`src/rtl/pwr_req_pkg.sv`:
```
package pwr_req_pkg;

  typedef enum logic [1:0] {
    PS_D0  = 2'b00,
    PS_D1  = 2'b01,
    PS_D2  = 2'b10,
    PS_D3H = 2'b11
  } pstate_e;

  // number of states that can be requested (D0, D1, D3hot)
  localparam int unsigned NUM_REQ     = 3;
  // ready bit position in the control register
  localparam int unsigned CTL_RDY_BIT = 0;
  // lowest bit of the per-state fields (request, status, mask)
  localparam int unsigned SLOT_LSB    = 1;
  // CPU register width derived from the layout
  localparam int unsigned REG_W       = SLOT_LSB + NUM_REQ;

  // power-state code served by each request slot
  function automatic logic [1:0] slot_code(input int unsigned slot);
    case (slot)
      0:       slot_code = PS_D0;
      1:       slot_code = PS_D1;
      default: slot_code = PS_D3H;
    endcase
  endfunction

endpackage

```
`src/rtl/pwr_host_if.sv`:
```
module pwr_host_if
  import pwr_req_pkg::*;
#(
  parameter int unsigned NREQ = NUM_REQ
) (
  input  logic            clk,
  input  logic            rst_n,
  input  logic            host_wr_en,
  input  logic [1:0]      host_wdata,
  output logic            accept,
  output logic [NREQ-1:0] tgt_onehot,
  output logic [1:0]      pstate
);

  logic [NREQ-1:0] hit;

  // one comparator per supported state; D2 matches no slot
  for (genvar g = 0; g < NREQ; g++) begin : g_slot
    assign hit[g] = (host_wdata == slot_code(g));
  end

  assign accept     = host_wr_en && (|hit);
  assign tgt_onehot = hit;

  pstate_e st_q, st_d;

  always_comb begin
    st_d = st_q;
    if (accept) st_d = pstate_e'(host_wdata);
  end

  always_ff @(posedge clk or negedge rst_n) begin
    if (!rst_n)      st_q <= PS_D0;
    else if (accept) st_q <= st_d;
  end

  assign pstate = st_q;

endmodule

```
`src/rtl/pwr_req_flags.sv`:
```
module pwr_req_flags #(
  parameter int unsigned NREQ = 3
) (
  input  logic            clk,
  input  logic            rst_n,
  input  logic            accept,
  input  logic [NREQ-1:0] tgt_onehot,
  input  logic            rdy_set,
  output logic [NREQ-1:0] req_q,
  output logic            rdy_q
);

  logic [NREQ-1:0] req_d;
  logic            rdy_d;
  logic            upd;

  // host request has priority over the CPU ready write
  always_comb begin
    req_d = req_q;
    rdy_d = rdy_q;
    if (accept) begin
      req_d = tgt_onehot;
      rdy_d = 1'b0;
    end else if (rdy_set) begin
      rdy_d = 1'b1;
    end
  end

  assign upd = accept || rdy_set;

  always_ff @(posedge clk or negedge rst_n) begin
    if (!rst_n) begin
      req_q <= '0;
      rdy_q <= 1'b1;
    end else if (upd) begin
      req_q <= req_d;
      rdy_q <= rdy_d;
    end
  end

endmodule

```
`src/rtl/pwr_irq_ctl.sv`:
```
module pwr_irq_ctl #(
  parameter int unsigned NREQ = 3
) (
  input  logic            clk,
  input  logic            rst_n,
  input  logic            accept,
  input  logic [NREQ-1:0] tgt_onehot,
  input  logic            stat_rd,
  input  logic            mask_we,
  input  logic [NREQ-1:0] mask_wdata,
  output logic [NREQ-1:0] stat_q,
  output logic [NREQ-1:0] mask_q,
  output logic            irq
);

  logic [NREQ-1:0] stat_d;
  logic            stat_en;

  // read clears, a simultaneous new event survives the clear
  always_comb begin
    stat_d = stat_q;
    if (stat_rd) stat_d = '0;
    if (accept)  stat_d = stat_d | tgt_onehot;
  end

  assign stat_en = accept || stat_rd;

  always_ff @(posedge clk or negedge rst_n) begin
    if (!rst_n)       stat_q <= '0;
    else if (stat_en) stat_q <= stat_d;
  end

  always_ff @(posedge clk or negedge rst_n) begin
    if (!rst_n)       mask_q <= '1;
    else if (mask_we) mask_q <= mask_wdata;
  end

  assign irq = |(stat_q & ~mask_q);

endmodule

```
`src/rtl/pwr_req_hshk.sv`:
```
module pwr_req_hshk
  import pwr_req_pkg::*;
#(
  parameter int unsigned CPU_AW   = 4,
  parameter int unsigned OFS_CTL  = 0,
  parameter int unsigned OFS_STAT = 1,
  parameter int unsigned OFS_MASK = 2
) (
  input  logic              clk,
  input  logic              rst_n,
  input  logic              host_wr_en,
  input  logic [1:0]        host_wdata,
  output logic [1:0]        host_pstate,
  output logic              host_rdy,
  input  logic [CPU_AW-1:0] cpu_addr,
  input  logic              cpu_wr_en,
  input  logic              cpu_rd_en,
  input  logic [REG_W-1:0]  cpu_wdata,
  output logic [REG_W-1:0]  cpu_rdata,
  output logic              cpu_irq
);

  localparam int unsigned NREQ = NUM_REQ;

  // reset: asynchronous assert, synchronous release
  logic [1:0] rst_pipe;
  logic       rst_sync_n;

  always_ff @(posedge clk or negedge rst_n) begin
    if (!rst_n) rst_pipe <= '0;
    else        rst_pipe <= {rst_pipe[0], 1'b1};
  end
  assign rst_sync_n = rst_pipe[1];

  // CPU register decode
  logic sel_ctl, sel_stat, sel_mask;
  logic rdy_set, stat_rd, mask_we;

  assign sel_ctl  = (cpu_addr == CPU_AW'(OFS_CTL));
  assign sel_stat = (cpu_addr == CPU_AW'(OFS_STAT));
  assign sel_mask = (cpu_addr == CPU_AW'(OFS_MASK));

  assign rdy_set  = cpu_wr_en && sel_ctl && cpu_wdata[CTL_RDY_BIT];
  assign stat_rd  = cpu_rd_en && sel_stat;
  assign mask_we  = cpu_wr_en && sel_mask;

  logic            accept;
  logic [NREQ-1:0] tgt_onehot;
  logic [NREQ-1:0] req_q;
  logic            rdy_q;
  logic [NREQ-1:0] stat_q;
  logic [NREQ-1:0] mask_q;

  pwr_host_if #(.NREQ(NREQ)) u_host (
    .clk        (clk),
    .rst_n      (rst_sync_n),
    .host_wr_en (host_wr_en),
    .host_wdata (host_wdata),
    .accept     (accept),
    .tgt_onehot (tgt_onehot),
    .pstate     (host_pstate)
  );

  pwr_req_flags #(.NREQ(NREQ)) u_flags (
    .clk        (clk),
    .rst_n      (rst_sync_n),
    .accept     (accept),
    .tgt_onehot (tgt_onehot),
    .rdy_set    (rdy_set),
    .req_q      (req_q),
    .rdy_q      (rdy_q)
  );

  pwr_irq_ctl #(.NREQ(NREQ)) u_irq (
    .clk        (clk),
    .rst_n      (rst_sync_n),
    .accept     (accept),
    .tgt_onehot (tgt_onehot),
    .stat_rd    (stat_rd),
    .mask_we    (mask_we),
    .mask_wdata (cpu_wdata[SLOT_LSB +: NREQ]),
    .stat_q     (stat_q),
    .mask_q     (mask_q),
    .irq        (cpu_irq)
  );

  assign host_rdy = rdy_q;

  // read mux; all per-state fields share one bit layout
  always_comb begin
    cpu_rdata = '0;
    if (sel_ctl) begin
      cpu_rdata[CTL_RDY_BIT]       = rdy_q;
      cpu_rdata[SLOT_LSB +: NREQ]  = req_q;
    end else if (sel_stat) begin
      cpu_rdata[SLOT_LSB +: NREQ]  = stat_q;
    end else if (sel_mask) begin
      cpu_rdata[SLOT_LSB +: NREQ]  = mask_q;
    end
  end

endmodule

```
`config.mk`:
```
export PLATFORM = sky130hd
export DESIGN_NAME = pwr_req_hshk
export DESIGN_NICKNAME = d
export VERILOG_FILES = /design/src/rtl/pwr_req_pkg.sv /design/src/rtl/pwr_host_if.sv /design/src/rtl/pwr_req_flags.sv /design/src/rtl/pwr_irq_ctl.sv /design/src/rtl/pwr_req_hshk.sv
export SDC_FILE = /design/constraint.sdc
export NUM_CORES = 1
export LEC_CHECK = 0
export BUFFER_PORTS_ARGS = -buffer_cell sky130_fd_sc_hd__buf_2
export CORE_MARGIN = 2
export CORE_UTILIZATION = 42
export CTS_CLUSTER_DIAMETER = 50
export DETAILED_ROUTE_END_ITERATION = 16
export GPL_TIMING_DRIVEN = 0
export PLACE_DENSITY = 0.81
export SLEW_MARGIN = 20
export SYNTH_ARGS = -nofsm -noshare
export SYNTH_HDL_FRONTEND = slang
export SYNTH_SLANG_ARGS = --single-unit
```
`constraint.sdc`:
```
create_clock -name clk -period 1.08 [get_ports clk]
set_input_delay 0.162 -clock clk [delete_from_list [all_inputs] [get_ports clk]]
set_output_delay 0.162 -clock clk [all_outputs]
set_load 0.005 [all_outputs]
```
==> qor.csv, run 1 <==
stage,metric,value,unit
status,status,finished with violations,
status,failing checks,setup timing,
routing,Iteration-0 DRC Markers,6,
routing,Post-DRT Antenna Nets,0,
clock_tree,number of buffers created by CTS,3,
worst_setup_path,CP bufs+invs,1,
min_path,worst hold path type,in2reg,
floorplan,Die W,43.47,um
synth,Synth top area share,0.3824,
power,Int Power,908.2,uW
final_layout,area of the multi-input gates,295.3,sq um
synth,xor/xnor share of the synthesized area,0,
worst_setup_path,critical path capture point type,primary output,
worst_setup_path,delay of the slowest cell on the worst path,530,ps
final_layout,area growth from synthesis to layout,30.59,%
clock_tree,clk sink count,14,
synth,Synth area leaders,"dfrtp_1 (38%), dfstp_2 (16%), mux2_2 (5.2%), mux2i_1 (4.6%), nand2_1 (2.9%)",
routing,# DRC,0,
power,clock share of power,0.225,
final_layout,fin nets,104,
grt,global-route wire length before repair,2.194,mm
synth,ys async rst share,1.000,
synth,Synth Area in Adders,0,
worst_setup_path,Setup CP Type,reg2out,
grt,M2 GR Usage,0.2597,
clock_tree,Clock transition at path regs,70,ps
synth,Avg Inst Size Synth,11.28,sq um
grt,initial antenna violation count,0,
grt,number of global-route vias before repair,565,
timing,clk_skew,7.784,ps
grt,met3 usage,0.03333,
routing,Routed WL,1.276,mm
final_layout,Reg area,355.3,sq um
grt,Top Usage Layer GRT,met2,
power,Peak VDD IR,819.5,uV
synth,"Primary FF master, synth",dfrtp_1,
power,Sw Ratio,0.2534,
grt,total global-route track usage,0.1576,
clock_tree,Root Driver,clkbuf_4,
synth,Mapped Cells,58,
routing,1st-pass router iterations,4,
power,P_sw,308.2,uW
timing,"Slew Viols, Final",0,
synth,synthesis-stage register bit count,14,
synth,Synth warnings,0,
worst_setup_path,critical path arrival,1300,ps
synth,Synth Area in Simple Gates,0.1702,
synth,post-synthesis mux area share,0.09751,
floorplan,Placeable Area,1489,sq um
placed_design,Place WS,-142.4,ps
synth,Mapped Area,654.4,sq um
final_layout,Fill cells,137,
routing,vias per inst,5.369,
clock_tree,H-tree Lvls,1,
synth,Netlist cell types,26,
floorplan,Initial Util,0.4395,
timing,fin crit period,1458,ps
worst_setup_path,top cell family by delay on the critical path,flip-flops,
timing,setup ws final,-377.6,ps
placed_design,Port-buffer cells,21,
synth,post-synth top area cell,dfrtp_1,
worst_setup_path,Worst R2R Setup Slack,140,ps
synth,main combinational cell family by area after synthesis,simple AND/OR/NAND/NOR gates,
floorplan,Rows,14,
grt,largest net degree at the start of global routing,13,
timing,Final Setup Violations,5,
grt,total grt overflow,0,
worst_setup_path,slowest CP cell,dfstp_2,
power,Gate power share,0.231,
power,Overall Power,1216,uW
routing,WL/cell,12.39,um
timing,fmax,0.6860,GHz
synth,"EDFF count, synth",0,
worst_setup_path,CP max FO,2,
power,Seq pwr share,0.544,
final_layout,# diodes,0,
synth,top-count cell post-synth,dfrtp_1,
synth,most common library cells after synthesis,"dfrtp_1 (10), nand2_1 (5), dfstp_2 (4)",
worst_setup_path,CP required,920,ps
clock_tree,CTS Buffer Depth,2,
clock_tree,CTS tree,done,
final_layout,post-layout instance area,854.6,sq um
clock_tree,latest clock arrival within the worst-skew pair,270,ps
run,Max-Cap Viols,0,
synth,register area share after synthesis,0.5430,
worst_setup_path,cells along the critical path,"mux2i_1, or2_4, a21oi_2, buf_2",
power,power per cell area,1423,nW/um^2
timing,RSZ-0062 raised after global routing,yes,
placed_design,gpl congestion,0.7937,
floorplan,IO Count,23,
synth,syn_nets,73,
placed_design,Post-DP HPWL,991.8,um
routing,routed vias,553,
placed_design,Area after DPL,785.8,sq um
synth,complex-gate fraction of the synthesized area,0.1587,
grt,met1 Use GR,0.1798,
timing,Fin. Hold Viols,0,
floorplan,die extent in y,43.47,um
timing,post-route clock period utilization,1.350,
worst_setup_path,CP Launch Type,register,
final_layout,layout cells sized above 1,0.4713,
floorplan,Die Area,1890,sq um
power,leak pwr,0.0004238,uW
-- per-layer routing --
metal / up-vias / share of wire
met5: - / 0
met2: 20 / 0.48
met1: 267 / 0.45
met3: 4 / 0.056
met4: 0 / 0.012
li1: 262 / -
-- worst reg2reg max path, stage by stage, from the launching register on --
cell	delay [ps]
dfstp_2	380
buf_4	120
buf_4	130
mux2_2	250
-- state kept, by name, summed over array words and instances (netlist names) --
| name | flops |
|---|---|
| u_irq.stat_q | 3 |
| u_host.pstate | 2 |
| u_irq.mask_q | 3 |
| u_flags.req_q | 3 |
| u_flags.rdy_q | 1 |
| rst_pipe | 2 |
-- what timing repair did --
| item | CTS | global route |
|---|---|---|
| buffers inserted | 3 | 1 |
| hold buffers | 1 | 0 |
| resized for setup | 1 | 0 |
| endpoints found under the hold margin | 2 | 0 |
| endpoints found under the setup margin | 5 | 6 |
| pin swaps | 1 | 1 |
-- per-stage QoR --
stage	instances	hold WS, ps	utilization	TNS [ps]
2_1_floorplan	58	-133.6	-	-6.348
3_3_place_gp	95	-53.40	0.5277	-500.7
3_5_place_dp	95	-51.35	0.5277	-564.1
4_1_cts	102	79.12	0.5689	-1378
5_1_grt	103	107.3	0.5740	-1698
6_report	103	89.47	0.5740	-1332
-- final timing paths --
check | startpoint | end | cells after the start
max in group asynchronous | rst_pipe[1]$_DFF_PN0_ | u_irq.mask_q[1]$_DFFE_PN1P_ | 0
setup / recovery | u_irq.mask_q[1]$_DFFE_PN1P_ | cpu_rdata[2] | 4
min in group asynchronous | rst_n | rst_pipe[0]$_DFF_PN0_ | 2
hold reg to reg | rst_pipe[1]$_DFF_PN0_ | u_irq.stat_q[0]$_DFFE_PN0P_ | 0
setup reg to reg | u_irq.mask_q[2]$_DFFE_PN1P_ | u_irq.mask_q[2]$_DFFE_PN1P_ | 3
hold / removal | host_wr_en | u_flags.rdy_q$_DFFE_PN1P_ | 2
-- cells in the final DEF, fill, tap and decap left out, types with 2 or more instances in the layout --
master     synthesis  final
nor2_1             3      3
nand2_1            5      5
dfrtp_1           10     10
or2_4              1      2
o2bb2ai_1          2      2
mux2i_1            3      3
and2_1             2      2
buf_2              1     22
a2bb2oi_1          2      2
o21a_1             2      2
dfstp_2            4      4
clkbuf_4           0      3
inv_1              3      3
mux2_2             3      3
buf_4              0      4
a21oi_1            3      2
nand2b_1           3      3
-- final cells by class --
type                    instances  share of cell area
plain buffers                   1            0.005857
flip-flops and latches         14              0.4158
repair buffers                 26              0.1698
inverters                       3             0.01318
clock buffers                   3             0.02635
multi-input cells              40              0.3455
well taps                      16             0.02343
-- cells by family (layout without fill, tap and decap cells) --
family | Yosys count | count (layout)
and+or+nand+nor | 19 | 19
AOI/OAI and AO/OA | 14 | 14
DFF | 14 | 14
muxes | 6 | 6
buffers and inverters | 4 | 33
other | 1 | 1
-- power by group through the flow --
stage	registers [uW]	logic (uW)	clock network, uW
finish	662	281	274
CTS	660	270	283
detailed placement	676	212	0
global route	673	314	301
global placement	674	204	0
floorplan	660	138	0
Note: power is estimated with default switching activity, not from simulation.
==> run 2: changes to the inputs <==
- TNS_END_PERCENT: default -> 5
==> run 2 against run 1 <==
  * The flow still finishes with violations (setup timing)
  * Via count decreased by 2.7%
  * First-iteration DRC count decreased by 50%
  * Core utilization decreased by 1.0 points
  * Routed wire length decreased by 3.1%
  * Final area decreased by 1.8%
  * Global-route usage decreased by 0.96 points
  * Sequential power increased by 1%
  * Count of clock-buffer cells in the layout unchanged
  * Worst setup slack got worse by 1.5 ps
==> qor.csv, run 2 (synthesis results as in run 1) <==
stage,metric,value,unit,change
status,status,finished with violations,,unchanged
status,failing checks,setup timing,,unchanged
grt,total global-route track usage,0.1480,,was 0.1576
final_layout,# diodes,0,,unchanged
final_layout,fin cells,100,,was 103
grt,initial antenna violation count,0,,unchanged
floorplan,Initial Util,0.4395,,unchanged
clock_tree,CTS Buffer Depth,2,,unchanged
final_layout,fin nets,101,,was 104
routing,Routed WL,1.237,mm,was 1.276 mm
worst_setup_path,CP Launch Type,register,,unchanged
routing,Post-DRT Antenna Nets,0,,unchanged
final_layout,area growth from synthesis to layout,28.30,%,was 30.59%
worst_setup_path,critical path arrival,1300,ps,about the same
placed_design,Port-buffer cells,21,,unchanged
timing,RSZ-0062 raised after global routing,yes,,unchanged
clock_tree,number of buffers created by CTS,3,,unchanged
timing,setup ws final,-379.1,ps,was -377.6 ps
floorplan,die extent in y,43.47,um,unchanged
floorplan,Die W,43.47,um,unchanged
clock_tree,CTS tree,done,,unchanged
final_layout,"commonest cells after routing, fill and taps aside","buf_2 (22), dfrtp_1 (10), nand2_1 (5)",,unchanged
final_layout,"commonest non-fill, non-tap cell in the layout",buf_2,,unchanged
final_layout,Reg area,355.3,sq um,unchanged
timing,Final Setup Violations,5,,unchanged
final_layout,Fill cells,142,,was 137
routing,1st-pass router iterations,2,,was 4
floorplan,Die Area,1890,sq um,unchanged
power,leak pwr,0.0004137,uW,was 0.0004238 uW
routing,vias per inst,5.380,,was 5.369
timing,fmax,0.6853,GHz,was 0.6860 GHz
clock_tree,H-tree Lvls,1,,unchanged
clock_tree,latest clock arrival within the worst-skew pair,270,ps,about the same
floorplan,IO Count,23,,unchanged
final_layout,final core occ,0.5639,,was 0.5740
clock_tree,Clock transition at path regs,70,ps,about the same
grt,total grt overflow,0,,unchanged
timing,fin crit period,1459,ps,was 1458 ps
clock_tree,clk sink count,14,,unchanged
floorplan,Rows,14,,unchanged
worst_setup_path,CP required,920,ps,about the same
min_path,worst hold path type,in2reg,,unchanged
grt,global-route wire length before repair,2.063,mm,was 2.194 mm
routing,routed vias,538,,was 553
final_layout,area of the multi-input gates,302.8,sq um,was 295.3 sq um
timing,clk_skew,7.284,ps,was 7.784 ps
routing,WL/cell,12.37,um,was 12.39 um
placed_design,Post-DP HPWL,991.8,um,unchanged
final_layout,layout cells sized above 1,0.4643,,was 0.4713
final_layout,Top Registers,"u_flags.req_q: 3 flops, u_irq.mask_q: 3 flops, u_irq.stat_q: 3 flops",,unchanged
run,Max-Cap Viols,0,,unchanged
clock_tree,Root Driver,clkbuf_4,,unchanged
routing,Iteration-0 DRC Markers,3,,was 6
worst_setup_path,Setup CP Type,reg2out,,unchanged
timing,Fin. Hold Viols,0,,unchanged
grt,number of global-route vias before repair,520,,was 565
grt,largest net degree at the start of global routing,13,,unchanged
worst_setup_path,critical path capture point type,primary output,,unchanged
timing,"Slew Viols, Final",0,,unchanged
timing,post-route clock period utilization,1.351,,was 1.350
power,power per cell area,1415,nW/um^2,was 1423 nW/um^2
power,Peak VDD IR,789.5,uV,was 819.5 uV
placed_design,Post-Place Cells,95,,unchanged
worst_setup_path,CP max FO,2,,unchanged
floorplan,Placeable Area,1489,sq um,unchanged
routing,# DRC,0,,unchanged
placed_design,gpl congestion,0.7937,,unchanged
[run 2: cell types whose count changed in the layout (fill, tap and decap cells not counted), sizes merged]
cell / previous run / this run
buf: 26 / 23
[run 2: final timing paths]
path                       slack (ps)                   startpoint                      endpoint  cells past startpoint
max                              -380  u_irq.mask_q[1]$_DFFE_PN1P_                  cpu_rdata[2]                      4
min                                90                   host_wr_en     u_flags.rdy_q$_DFFE_PN1P_                      2
max in group asynchronous         540        rst_pipe[1]$_DFF_PN0_   u_irq.mask_q[1]$_DFFE_PN1P_                      0
min reg2reg                       190        rst_pipe[1]$_DFF_PN0_  u_flags.req_q[0]$_DFFE_PN0P_                      0
max reg2reg                       260  u_irq.mask_q[1]$_DFFE_PN1P_   u_irq.mask_q[1]$_DFFE_PN1P_                      2
min in group asynchronous         190                        rst_n         rst_pipe[0]$_DFF_PN0_                      2
[run 2: cell type report]
| cell class | instances | share of cell area |
|---|---|---|
| buffer | 1 | 0.005961 |
| timing repair buffer | 23 | 0.1461 |
| inverter | 3 | 0.01341 |
| multi-input combinational | 40 | 0.3607 |
| sequential | 14 | 0.4232 |
| tap | 16 | 0.02385 |
| clock buffer | 3 | 0.02683 |
[run 2: per-layer routing]
metal / GRT usage / vias to the layer above / wire, um
met3: 0.02500 / 4 / 68
met5: 0 / - / 0
li1: - / 256 / -
met4: 0.09091 / 0 / 15
met2: 0.2448 / 18 / 590
met1: 0.1798 / 260 / 562
[run 2: timing repair]
item	in CTS	in global routing
resized for setup	0	2
endpoints found under the hold margin	2	0
buffers inserted	1	0
pin swaps	1	0
setup endpoints to repair	5	6
hold buffers	1	0
[run 2: where the power goes]
part | switching, uW | internal, uW
clock network | 144 | 129
logic | 98.8 | 147
registers | 57.4 | 612
total | 300 | 888
[run 2: stage by stage]
stage / TNS, ps / power [uW] / hold WS, ps / cell area [sq um] / setup slack, ps
finish: -1349 / 1188 / 90.79 / 839.6 / -379.1
global route: -1711 / 1258 / 107.3 / 839.6 / -457.8
CTS: -1425 / 1178 / 79.12 / 825.8 / -399.2
detailed placement: -564.1 / 888.4 / -51.35 / 785.8 / -142.4
global placement: -500.7 / 878.3 / -53.40 / 785.8 / -126.4
floorplan: -6.348 / 798.4 / -133.6 / 660.6 / -6.348
[run 2: critical path, stage by stage (launching register included)]
cell,delay [ps]
dfstp_2,530
mux2i_1,60
or2_4,230
a21oi_2,100
buf_2,110
==> run 3: changes to the inputs <==
- CORE_UTILIZATION: 42 -> 50
- PLACE_DENSITY: 0.81 -> 0.89
- clock period: 1.08 -> 1.69 ns (I/O delays scaled with it)
==> run 3 against run 2 <==
  * The run now ends clean
  * Final cell count is 1.0% lower
  * Flip-flop and latch count did not move
  * Clock power decreased by 15%
  * Sequential share of layout area increased by 0.45 points
  * Count of clock-buffer cells in the layout up 1
  * Final area fell by 1.0%
  * Global-route usage up 5.2 points
  * Critical path type unchanged
  * Critical endpoint unchanged
==> qor.csv, run 3 (synthesis results as in run 1) <==
stage,metric,value,unit,change
status,status,completed,,was finished with violations
timing,hold slack,171.1,ps,was 90.79 ps
grt,largest net degree at the start of global routing,13,,unchanged
grt,total global-route track usage,0.1998,,was 0.1480
routing,# DRC,0,,unchanged
routing,Post-DRT Antenna Nets,0,,unchanged
min_path,worst hold path type,in2reg,,unchanged
clock_tree,Root Driver,clkbuf_4,,unchanged
floorplan,Placeable Area,1252,sq um,was 1489 sq um
final_layout,"commonest cells after routing, fill and taps aside","buf_2 (22), dfrtp_1 (10), nand2_1 (5)",,unchanged
worst_setup_path,RR Startpoint,u_flags.rdy_q$_DFFE_PN1P_,,was u_irq.mask_q[1]$_DFFE_PN1P_
placed_design,Port-buffer cells,21,,unchanged
routing,routed vias,507,,was 538
final_layout,Top Registers,"u_flags.req_q: 3 flops, u_irq.mask_q: 3 flops, u_irq.stat_q: 3 flops",,unchanged
timing,Fin. Hold Viols,0,,unchanged
floorplan,Die W,40.18,um,was 43.47 um
floorplan,die extent in y,40.18,um,was 43.47 um
grt,initial antenna violation count,0,,unchanged
worst_setup_path,R2R depth,2,,unchanged
worst_setup_path,critical path capture point type,primary output,,unchanged
final_layout,fin nets,100,,was 101
grt,global-route wire length before repair,1.994,mm,was 2.063 mm
run,Max-Cap Viols,0,,unchanged
final_layout,"commonest non-fill, non-tap cell in the layout",buf_2,,unchanged
routing,WL/cell,12.89,um,was 12.37 um
final_layout,layout cells sized above 1,0.4405,,was 0.4643
worst_setup_path,CP Launch Type,register,,unchanged
placed_design,gpl congestion,0.7969,,was 0.7937
routing,1st-pass router iterations,3,,was 2
worst_setup_path,CP required,1440,ps,was 920 ps
routing,Iteration-0 DRC Markers,4,,was 3
floorplan,Die Area,1614,sq um,was 1890 sq um
worst_setup_path,crit path launch,u_irq.mask_q[1]$_DFFE_PN1P_,,unchanged
clock_tree,CTS Buffer Depth,2,,unchanged
routing,vias per inst,5.121,,was 5.380
timing,Final Setup Violations,0,,was 5
worst_setup_path,Critical Path End,cpu_rdata[2],,unchanged
worst_setup_path,critical path arrival,1380,ps,was 1300 ps
floorplan,Rows,13,,was 14
final_layout,area growth from synthesis to layout,26.96,%,was 28.30%
power,leak pwr,0.0004106,uW,was 0.0004137 uW
clock_tree,latest clock arrival within the worst-skew pair,270,ps,about the same
timing,post-route clock period utilization,0.9686,,
clock_tree,H-tree Lvls,1,,unchanged
power,power per cell area,959.1,nW/um^2,was 1415 nW/um^2
clock_tree,Clock transition at path regs,80,ps,was 70 ps
floorplan,IO Count,23,,unchanged
worst_setup_path,Setup CP Type,reg2out,,unchanged
grt,total grt overflow,0,,unchanged
grt,number of global-route vias before repair,488,,was 520
timing,"Slew Viols, Final",0,,unchanged
final_layout,# diodes,0,,unchanged
placed_design,Post-DP HPWL,967.5,um,was 991.8 um
power,Peak VDD IR,483.6,uV,was 789.5 uV
timing,clk_skew,0.9503,ps,was 7.284 ps
timing,RSZ-0062 raised after global routing,yes,,unchanged
clock_tree,clk sink count,14,,unchanged
final_layout,final core occ,0.6633,,was 0.5639
timing,fmax,0.6109,GHz,
worst_setup_path,terminus of the critical flop-to-flop path,u_flags.rdy_q$_DFFE_PN1P_,,was u_irq.mask_q[1]$_DFFE_PN1P_
worst_setup_path,Worst R2R Setup Slack,900,ps,was 260 ps
worst_setup_path,CP max FO,3,,was 2
floorplan,Initial Util,0.5225,,was 0.4395
clock_tree,CTS tree,done,,unchanged
timing,fin crit period,1637,ps,
clock_tree,number of buffers created by CTS,3,,unchanged
routing,Routed WL,1.276,mm,was 1.237 mm
timing,setup TNS,0,ps,was -1349 ps
==> run 3: how the worst min path moves through the flow <==
stage | slack (ps) | end | depth (start not counted) | from
5_1_grt | 180 | u_flags.rdy_q$_DFFE_PN1P_ | 2 | host_wr_en
3_5_place_dp | 40 | rst_pipe[1]$_DFF_PN0_ | 1 | rst_n
4_1_cts | 150 | u_flags.rdy_q$_DFFE_PN1P_ | 2 | host_wr_en
3_3_place_gp | 40 | rst_pipe[0]$_DFF_PN0_ | 1 | rst_n
6_report | 170 | u_flags.rdy_q$_DFFE_PN1P_ | 2 | host_wr_en
2_1_floorplan | -40 | rst_pipe[0]$_DFF_PN0_ | 0 | rst_n
==> run 3: routing by layer <==
metal	wire length [um]	share of wire	vias up	global-route usage
met4	20	0.016	0	0.1250
met2	662	0.52	13	0.3508
met5	0	0	-	0
li1	-	-	254	-
met3	49	0.038	4	0.03333
met1	543	0.43	236	0.2226
==> run 3: cell type report <==
class	count	area (sq um)
fill	93	421.7
sequential	14	355.3
multi-input combinational	40	289.0
timing repair buffer	22	115.1
clock buffer	4	36.28
tap	15	18.77
inverter	3	11.26
buffer	1	5.005
==> run 3: repair_timing <==
action,in CTS,in global routing
pin swaps,0,1
setup buffers,0,0
resized for setup,1,1
hold buffers,1,0
hold endpoints to repair,2,0
setup endpoints to repair,1,1
==> run 3: per-stage QoR <==
step	total power, uW	std cells	worst slack [ps]	cell area [sq um]
after floorplan	507.0	58	467.3	654.4
after global placement	556.8	94	357.0	778.2
after detailed placement	564.8	94	299.0	778.2
after CTS	804.0	99	3.094	828.3
after global routing	835.7	99	-10.58	830.8
final	796.9	99	53.09	830.8
==> run 3: report_power, final <==
group	switching, uW	total [uW]	internal, uW
clock network	102	233	131
registers	34.0	425	391
logic	59.6	139	79.1
==> run 3: critical path, cell delays in order (launching register included) <==
cell and delay, ps:
dfstp_2 550, mux2i_1 80, or2_4 230, a21oi_2 130, buf_2 120
